==> config.mk <==
export PLATFORM = sky130hd
export DESIGN_NAME = ratio_div
export DESIGN_NICKNAME = d
export VERILOG_FILES = /design/src/rtl/rdiv_pkg.sv /design/src/rtl/rdiv_norm.sv /design/src/rtl/rdiv_core.sv /design/src/rtl/ratio_div.sv
export SDC_FILE = /design/constraint.sdc
export NUM_CORES = 1
export LEC_CHECK = 0
export BUFFER_PORTS_ARGS = -buffer_cell sky130_fd_sc_hd__buf_2
export CAP_MARGIN = 20
export CORE_UTILIZATION = 59
export CTS_BUF_LIST = sky130_fd_sc_hd__clkbuf_8
export CTS_CLUSTER_DIAMETER = 200
export CTS_CLUSTER_SIZE = 14
export DETAILED_ROUTE_END_ITERATION = 7
export HOLD_SLACK_MARGIN = 0.1
export PLACE_DENSITY = 0.74
export SYNTH_ARGS = -nofsm -noshare
export SYNTH_HDL_FRONTEND = slang
export SYNTH_SLANG_ARGS = --single-unit
==> constraint.sdc <==
create_clock -name clk -period 21.3 [get_ports clk]
set_input_delay 1.065 -clock clk [delete_from_list [all_inputs] [get_ports clk]]
set_output_delay 1.065 -clock clk [all_outputs]
set_load 0.03 [all_outputs]
==> src/rtl/rdiv_pkg.sv <==
package rdiv_pkg;
  typedef enum logic [2:0] {
    S_IDLE,
    S_NORM_A,
    S_NORM_B,
    S_DIV,
    S_FIX,
    S_DONE
  } rdiv_state_e;
endpackage

==> src/rtl/rdiv_norm.sv <==
// Priority leading-zero count plus logarithmic barrel shift to the left.
module rdiv_norm #(
  parameter int W   = 24,
  parameter int LZW = $clog2(W)
) (
  input  logic [W-1:0]   x,
  output logic [W-1:0]   y,
  output logic [LZW-1:0] lz
);
  int  cnt;
  logic seen;

  always_comb begin
    cnt  = 0;
    seen = 1'b0;
    for (int i = W - 1; i >= 0; i--) begin
      if (!seen) begin
        if (x[i]) seen = 1'b1;
        else      cnt  = cnt + 1;
      end
    end
    lz = LZW'(cnt);
  end

  logic [W-1:0] stg [LZW+1];
  assign stg[0] = x;

  for (genvar k = 0; k < LZW; k++) begin : g_shift
    assign stg[k+1] = lz[k] ? (stg[k] << (1 << k)) : stg[k];
  end

  assign y = stg[LZW];
endmodule

==> src/rtl/rdiv_core.sv <==
// Restoring divider: one trial subtraction and one quotient bit per enabled cycle.
module rdiv_core #(
  parameter int W  = 24,
  parameter int QW = 19
) (
  input  logic          clk,
  input  logic          rst,
  input  logic          load,
  input  logic          en,
  input  logic [W-1:0]  dvd,
  input  logic [W-1:0]  dvs,
  output logic [QW-1:0] quot
);
  logic [W:0]   rem;
  logic [W-1:0] dvs_q;
  logic [W+1:0] trial;
  logic         take;
  logic [W:0]   nxt;

  always_comb begin
    trial = {1'b0, rem} - {2'b00, dvs_q};
    take  = ~trial[W+1];
    nxt   = take ? trial[W:0] : rem;
  end

  always_ff @(posedge clk) begin
    if (rst) begin
      rem   <= '0;
      dvs_q <= '0;
      quot  <= '0;
    end else if (load) begin
      rem   <= {1'b0, dvd};
      dvs_q <= dvs;
      quot  <= '0;
    end else if (en) begin
      rem   <= nxt << 1;
      quot  <= {quot[QW-2:0], take};
    end
  end
endmodule

==> src/rtl/ratio_div.sv <==
module ratio_div #(
  parameter int W  = 24,
  parameter int SW = 18,
  parameter int EW = 6
) (
  input  logic                 clk,
  input  logic                 rst,
  input  logic                 in_valid,
  output logic                 in_ready,
  input  logic [W-1:0]         a,
  input  logic [W-1:0]         b,
  output logic                 busy,
  output logic                 out_valid,
  input  logic                 out_ready,
  output logic [SW-1:0]        q_sig,
  output logic signed [EW-1:0] q_exp,
  output logic                 div_by_zero
);
  import rdiv_pkg::*;

  localparam int LZW = $clog2(W);
  localparam int QW  = SW + 1;
  localparam int CW  = $clog2(QW);

  rdiv_state_e    state;
  logic [W-1:0]   opa, opb;
  logic [LZW-1:0] lza;
  logic [EW-1:0]  expo;
  logic [CW-1:0]  cnt;
  logic [SW-1:0]  sig_q;
  logic [EW-1:0]  exp_q;
  logic           dz_q;

  logic [W-1:0]   norm_in, norm_y;
  logic [LZW-1:0] norm_lz;
  logic [QW-1:0]  quot;

  assign norm_in = (state == S_NORM_A) ? opa : opb;

  rdiv_norm #(.W(W), .LZW(LZW)) u_norm (
    .x (norm_in),
    .y (norm_y),
    .lz(norm_lz)
  );

  rdiv_core #(.W(W), .QW(QW)) u_core (
    .clk (clk),
    .rst (rst),
    .load(state == S_NORM_B),
    .en  (state == S_DIV),
    .dvd (opa),
    .dvs (norm_y),
    .quot(quot)
  );

  always_ff @(posedge clk) begin
    if (rst) begin
      state <= S_IDLE;
      opa   <= '0;
      opb   <= '0;
      lza   <= '0;
      expo  <= '0;
      cnt   <= '0;
      sig_q <= '0;
      exp_q <= '0;
      dz_q  <= 1'b0;
    end else begin
      unique case (state)
        S_IDLE: if (in_valid) begin
          if (b == '0) begin
            sig_q <= '0;
            exp_q <= '0;
            dz_q  <= 1'b1;
            state <= S_DONE;
          end else if (a == '0) begin
            sig_q <= '0;
            exp_q <= '0;
            dz_q  <= 1'b0;
            state <= S_DONE;
          end else begin
            opa   <= a;
            opb   <= b;
            state <= S_NORM_A;
          end
        end
        S_NORM_A: begin
          opa   <= norm_y;
          lza   <= norm_lz;
          state <= S_NORM_B;
        end
        S_NORM_B: begin
          expo  <= {{(EW-LZW){1'b0}}, norm_lz} - {{(EW-LZW){1'b0}}, lza};
          cnt   <= '0;
          state <= S_DIV;
        end
        S_DIV: begin
          cnt <= cnt + CW'(1);
          if (cnt == CW'(QW - 1)) state <= S_FIX;
        end
        S_FIX: begin
          if (quot[QW-1]) begin
            sig_q <= quot[QW-1:1];
            exp_q <= expo;
          end else begin
            sig_q <= quot[QW-2:0];
            exp_q <= expo - EW'(1);
          end
          dz_q  <= 1'b0;
          state <= S_DONE;
        end
        S_DONE: if (out_ready) state <= S_IDLE;
        default: state <= S_IDLE;
      endcase
    end
  end

  assign in_ready    = (state == S_IDLE);
  assign busy        = (state != S_IDLE);
  assign out_valid   = (state == S_DONE);
  assign q_sig       = sig_q;
  assign q_exp       = exp_q;
  assign div_by_zero = dz_q;
endmodule

After elaboration in Yosys (flattened, before gate mapping) --
Index checks and enable logic that the tools add are counted.
Storage, ports and cells: output and inout bits 28, register bits 160, input port bits 52, logic and storage cells 193
Operators by class: $add $sub $neg 27, multiplexer cells 126, reduce and logical (&&, ||, !) cells 12, bitwise gates (word level) 3, equality and inequality tests 12
Operators with widths (number):
- $mux W24 | 12
- $mux W5 | 45
- $add A5 B2 Y5 const B | 22
- $mux W18 | 4
- $mux W1 | 49
- $logic_not A24 Y1 | 2
- $pmux W24 S2 | 1
- $pmux W18 S2 | 1
- $sub A25 B24 Y26 | 1
- $mux W6 | 4
- $pmux W3 S6 | 1
- $mux W3 | 5
- $pmux W6 S2 | 1
- $pmux W5 S2 | 1
- $ne A2 B2 Y1 const B | 4
- $reduce_and A4 Y1 | 2
- $eq A3 B2 Y1 const B | 2
- $eq A3 B3 Y1 const B | 2
- $reduce_and A3 Y1 | 2
- $reduce_bool A2 Y1 | 3
- $sub A5 B5 Y6 | 1
- $sub A6 B1 Y6 const B | 1
- $add A5 B1 Y5 const B | 1
- $eq A5 B5 Y1 const B | 1
- other kinds (10) | 12

Logic depth before layout (Yosys ltp) --
word-level depth 78, mapped depth 71, depth with buffers taken out 62

By module --
A second synthesis with hierarchy kept.
Second synthesis, totals: cells, all modules 1564, area total of the unflattened synthesis 12189.2 sq um
Modules (own cells, without submodules):
- ratio_div | area each 4424.2 sq um, sequential area each 1841.8 sq um, instances 1, cells each 514
- rdiv_core | area each 4067.7 sq um, sequential area each 1361.3 sq um, instances 1, cells each 496
- rdiv_norm | area each 3697.3 sq um, sequential area each 0.0 sq um, instances 1, cells each 554

Least setup slack after synthesis --
No wires, ideal clock.
kind flip-flop to flip-flop, start point register state[1], end point register expo[5], slack 8.255 ns, clock period less this slack 13.045 ns, arrival time 12.980 ns, path buffers 9, cell stages (with the launch flop) 70, setup time 0.065 ns, required time 21.235 ns, path through dfxtp_1 -> buf_2 -> or3b_1 -> buf_2 -> buf_6 -> buf_6 -> buf_6 -> clkbuf_1 -> clkbuf_1 -> or3_1 -> o31ai_1 -> ha_1 -> o21a_1 -> ha_1 -> inv_1 -> a211oi_1 -> a21oi_1 -> a311o_1 -> [... 34 more ...] -> ha_1 -> mux2i_1 -> o21ai_0 -> ha_1 -> mux2i_1 -> nor2_1 -> a21oi_1 -> o21a_1 -> clkbuf_1 -> inv_2 -> buf_1 -> ha_1 -> a21o_1 -> a21o_1 -> a21o_1 -> a211oi_1 -> a21oi_1 -> nor2_1
Between the ends: cells in the longest elaborated chain, start to end 73, elaborated cells on any way between the ends 119, classes of those cells 24 x add/sub; 2 x eq/ne; 93 x mux
Ends and longest elaborated chain:
- start, declared | RTL line ratio_div.sv:25 | rdiv_state_e state;
- start signal, assigned | RTL line ratio_div.sv:58 | state <= S_IDLE;
- start signal, assigned | RTL line ratio_div.sv:74 | state <= S_DONE;
- start signal, assigned | RTL line ratio_div.sv:79 | state <= S_DONE;
- $eq A3 B1 Y1 (*) | RTL line ratio_div.sv:38 | assign norm_in = (state == S_NORM_A) ? opa : opb;
- $mux W24 (*) | RTL line ratio_div.sv:38
- $mux W1 | RTL line rdiv_norm.sv:18 | if (x[i]) seen = 1'b1;
- $add A1 B1 Y2 | RTL line rdiv_norm.sv:19 | else cnt = cnt + 1;
- $mux W2 | RTL line rdiv_norm.sv:18
- $mux W5 | RTL line rdiv_norm.sv:17 | if (!seen) begin
- $add A5 B2 Y5 | RTL line rdiv_norm.sv:19
- $mux W5 | RTL line rdiv_norm.sv:18
- [... 58 more ...]
- $add A5 B2 Y5 | RTL line rdiv_norm.sv:19
- $mux W5 | RTL line rdiv_norm.sv:18
- $mux W5 | RTL line rdiv_norm.sv:17
- $add A5 B2 Y5 | RTL line rdiv_norm.sv:19
- $mux W5 | RTL line rdiv_norm.sv:18
- $mux W5 (*) | RTL line rdiv_norm.sv:17
- via norm_lz[1] | RTL line ratio_div.sv:35 | logic [LZW-1:0] norm_lz;
- $sub A5 B5 Y6 (*) | RTL line ratio_div.sv:92 | expo <= {{(EW-LZW){1'b0}}, norm_lz} - {{(EW-LZW){1'b0}}, lza};
- end signal, assigned | RTL line ratio_div.sv:92
- end, declared | RTL line ratio_div.sv:28 | logic [EW-1:0] expo;
The timed path passes the listed nets; every way through them passes the cells marked *. A chain may end at the register's enable or synchronous reset.

Worst setup path after layout --
start point register state[2], end point register expo[5]
Between the ends: cells in the longest elaborated chain, start to end 73, elaborated cells on any way between the ends 119, classes of those cells 24 x add/sub; 2 x eq/ne; 93 x mux
Ends and longest elaborated chain (RTL line):
- $eq A3 B1 Y1 | ratio_div.sv:38
- $mux W24 | ratio_div.sv:38
- $mux W1 | rdiv_norm.sv:18
- $add A1 B1 Y2 | rdiv_norm.sv:19
- $mux W2 | rdiv_norm.sv:18
- $mux W5 | rdiv_norm.sv:17
- $add A5 B2 Y5 | rdiv_norm.sv:19
- $mux W5 | rdiv_norm.sv:18
- [... 57 more ...]
- $mux W5 | rdiv_norm.sv:17
- $add A5 B2 Y5 | rdiv_norm.sv:19
- $mux W5 | rdiv_norm.sv:18
- $mux W5 | rdiv_norm.sv:17
- $add A5 B2 Y5 | rdiv_norm.sv:19
- $mux W5 | rdiv_norm.sv:18
- $mux W5 | rdiv_norm.sv:17
- $sub A5 B5 Y6 | ratio_div.sv:92
Several ways; a longest one is shown, not always the timed one.

==> metrics.md <==
| Metric | Value |
|---|---|
| CTS Hold Bufs | `0` |
| # setup viols final | `0` |
| DIE WIDTH | `147.2 um` |
| Largest net degree at the start of global routing | `103` |
| N_diodes | `0` |
| Ys async rst share | `0%` |
| Critical path class | `register to register` |
| WL per Instance | `18.95 um` |
| Period utilization | `67.39%` |
| Critical Path RT | `21.73 ns` |
| Share of cells above drive strength 1 | `12.61%` |
| Core area | `0.02043 mm^2` |
| Vias in the first global route | `10690` |
| Drt drc | `0` |
| Mapped Nets | `1715` |
| # H-tree levels | `4` |
| Tmin final | `14.35 ns` |
| Vias per inst | `6.310` |
| Max Slew Vio Count | `0` |
| Routed wire length | `36.08 mm` |
| Yosys reg bits | `160` |
| Status | `completed` |
| Initial antenna violation count | `0` |
| Routed Antenna Nets | `0` |
| CP Launch Type | `register` |
| # nets final | `1727` |
| Total of cells resized after clock tree synthesis | `0` |
| Site row count | `52` |
| Number of synthesized flops with an enable pin | `0` |
| Hold Fails Final Rpt | `0` |
| PnR worst setup slack | `6.946 ns` |
| Die area | `0.02166 mm^2` |
| Setup Buffers After CTS | `0` |
| Syn Std Cell Area | `0.01243 mm^2` |
| Final Util | `65.34%` |
| Maximum clock rate | `0.06967 GHz` |
| Clk slew on worst S/H paths | `0.11 ns` |
| CP peak stage delay | `0.74 ns` |
| Seq/Total Area, Yosys | `25.76%` |
| Hold crit path type | `register to register` |
| Router iterations before antenna repair | `5` |
| CP dominant cell by count | `ha_1` |
| 1st-iter DRT viols | `988` |
| Pre-CTS WS | `7.211 ns` |
| P&R area growth vs syn | `7.356%` |
| Longest Clk Path Bufs | `2` |
| First-pass GRT wire length | `56.85 mm` |
| Clock Latency Late Sink | `0.50 ns` |
| Crit path max fanout | `59` |
| Grt ovf | `0` |
| Dominant synthesized flop cell | `dfxtp_1` |
| Port bufs | `79` |
| # clock sinks | `160` |
| Setup TNS | `0 ns` |
| DIE HEIGHT | `147.2 um` |
| Slew HR | `22.23%` |
| Hpwl dp | `26.44 mm` |
| Root Driver | `clkbuf_8` |
| Global-route usage over all layers | `32.89%` |
| Unrepaired setup endpoints after global routing | `false` |
| Vias after detailed routing | `12020` |
| Worst-Margin Slew | `1.156 ns` |
| Starting density of the core | `60.86%` |
| Fill count | `1859` |
| Post-Synthesis Cells | `1609` |
| Cts bufs inserted | `17` |
| CTS tree | `yes` |
| Yosys warning count | `0` |
| Maxcap violations | `0` |
| GPL Wtd Cong | `0.9606` |
| Synth unique cells | `95` |
| Critical Path Sink Type | `register` |
| Slowest cell on the critical path | `o31ai_1` |
| Post-Syn Area per Cell | `7.728 um^2` |
| Crit path DAT | `14.78 ns` |
| Clock Skew | `0.02904 ns` |
| Io pins | `80` |
-- cells in the mapped netlist, types with 14 or more instances --
| master | n | area [um^2] |
|---|---|---|
| nand2_1 | 197 | 739.5 |
| nor2_1 | 185 | 694.4 |
| dfxtp_1 | 160 | 3203 |
| mux2i_1 | 116 | 1161 |
| a21oi_1 | 113 | 565.5 |
| clkbuf_1 | 76 | 285.3 |
| inv_1 | 68 | 255.2 |
| ha_1 | 52 | 650.6 |
| o21ai_0 | 51 | 255.2 |
| nand3_1 | 40 | 200.2 |
| a22oi_1 | 38 | 285.3 |
| o211ai_1 | 31 | 232.7 |
| a211oi_1 | 30 | 225.2 |
| nor3_1 | 29 | 145.1 |
| mux2_2 | 28 | 315.3 |
| and2_1 | 21 | 131.4 |
| xor2_1 | 21 | 183.9 |
| nand2b_1 | 20 | 125.1 |
| xnor2_1 | 20 | 175.2 |
| a31oi_1 | 18 | 112.6 |
| nor4_1 | 17 | 106.4 |
| a21o_1 | 14 | 105.1 |
| and3_1 | 14 | 87.58 |
| nor2b_1 | 14 | 87.58 |
-- routing by layer --
metal | routed length [um] | vias up | track usage, %
li1 | - | 5845 | -
met1 | 16760 | 5691 | 45.93
met2 | 16170 | 428 | 52.17
met3 | 2220 | 51 | 4.410
met4 | 929 | 0 | 10.72
met5 | 0 | - | 0
-- sequential cells by signal, indices dropped and copies added (netlist names) --
name	cells
q_exp	6
q_sig	18
u_core.rem	25
lza	5
u_core.quot	19
u_core.dvs_q	24
expo	6
div_by_zero	1
opb	24
state	3
cnt	5
opa	24
-- cells by family (layout without fill, tap and decap cells) --
logic type,Yosys count,count (layout),synth area share (%)
and+or+nand+nor,611,611,23.54
DFF,160,160,25.76
muxes,147,147,12.20
buffers and inverters,173,198,5.746
adders and majority gates,56,56,5.725
xor gates and xnor gates,52,52,4.740
AOI/OAI and AO/OA,410,410,22.30
-- final timing paths --
kind | cells after the start | startpoint | slack [ns] | to
max | 60 | state[2] | 6.95 | expo[5]
min | 2 | u_core.rem[0] | 0.46 | u_core.rem[0]
max reg2reg | 60 | state[2] | 6.95 | expo[5]
min reg2reg | 2 | u_core.rem[0] | 0.46 | u_core.rem[0]
-- cell type report --
cell class	count	area (um^2)	area share (%)
tap	270	337.8	2.531
sequential	160	3204	24.00
timing repair buffer	95	550.5	4.124
multi-input combinational	1276	8542	63.99
clock buffer	17	234.0	1.753
inverter	71	266.5	1.996
clock inverter	15	214.0	1.603
-- cell usage in the layout (no fill, tap or decap), types with 15 or more instances in the layout --
cell type / count
a211oi_1: 30
a21oi_1: 113
a22oi_1: 38
a31oi_1: 18
and2_1: 21
buf_2: 78
buf_4: 15
clkbuf_8: 17
dfxtp_1: 159
ha_1: 52
inv_1: 68
mux2_2: 28
mux2i_1: 116
nand2_1: 197
nand2b_1: 20
nand3_1: 40
nor2_1: 185
nor3_1: 29
nor4_1: 17
o211ai_1: 31
o21ai_0: 51
xnor2_1: 20
xor2_1: 21
-- per-stage QoR --
step / instances / instance area, um^2 / hold WS [ns]
final: 1904 / 13350 / 0.4619
after global routing: 1904 / 13350 / 0.4792
after CTS: 1901 / 13290 / 0.4605
after detailed placement: 1869 / 12850 / 0.4457
after global placement: 1869 / 12850 / 0.4450
after floorplan: 1609 / 12430 / 0.4319
-- worst max-delay path: cells and delay by family, from the launching register on --
family,cells,cell delay (ns)
compound gates,24,5.24
fa+ha+maj,12,3.90
simple gates,15,2.67
mux,6,1.18
buf+inv,3,0.78
flops,1,0.43
Power is not shown: default switching activity piles up to over one toggle a cycle in this logic, so the estimate is an artifact.
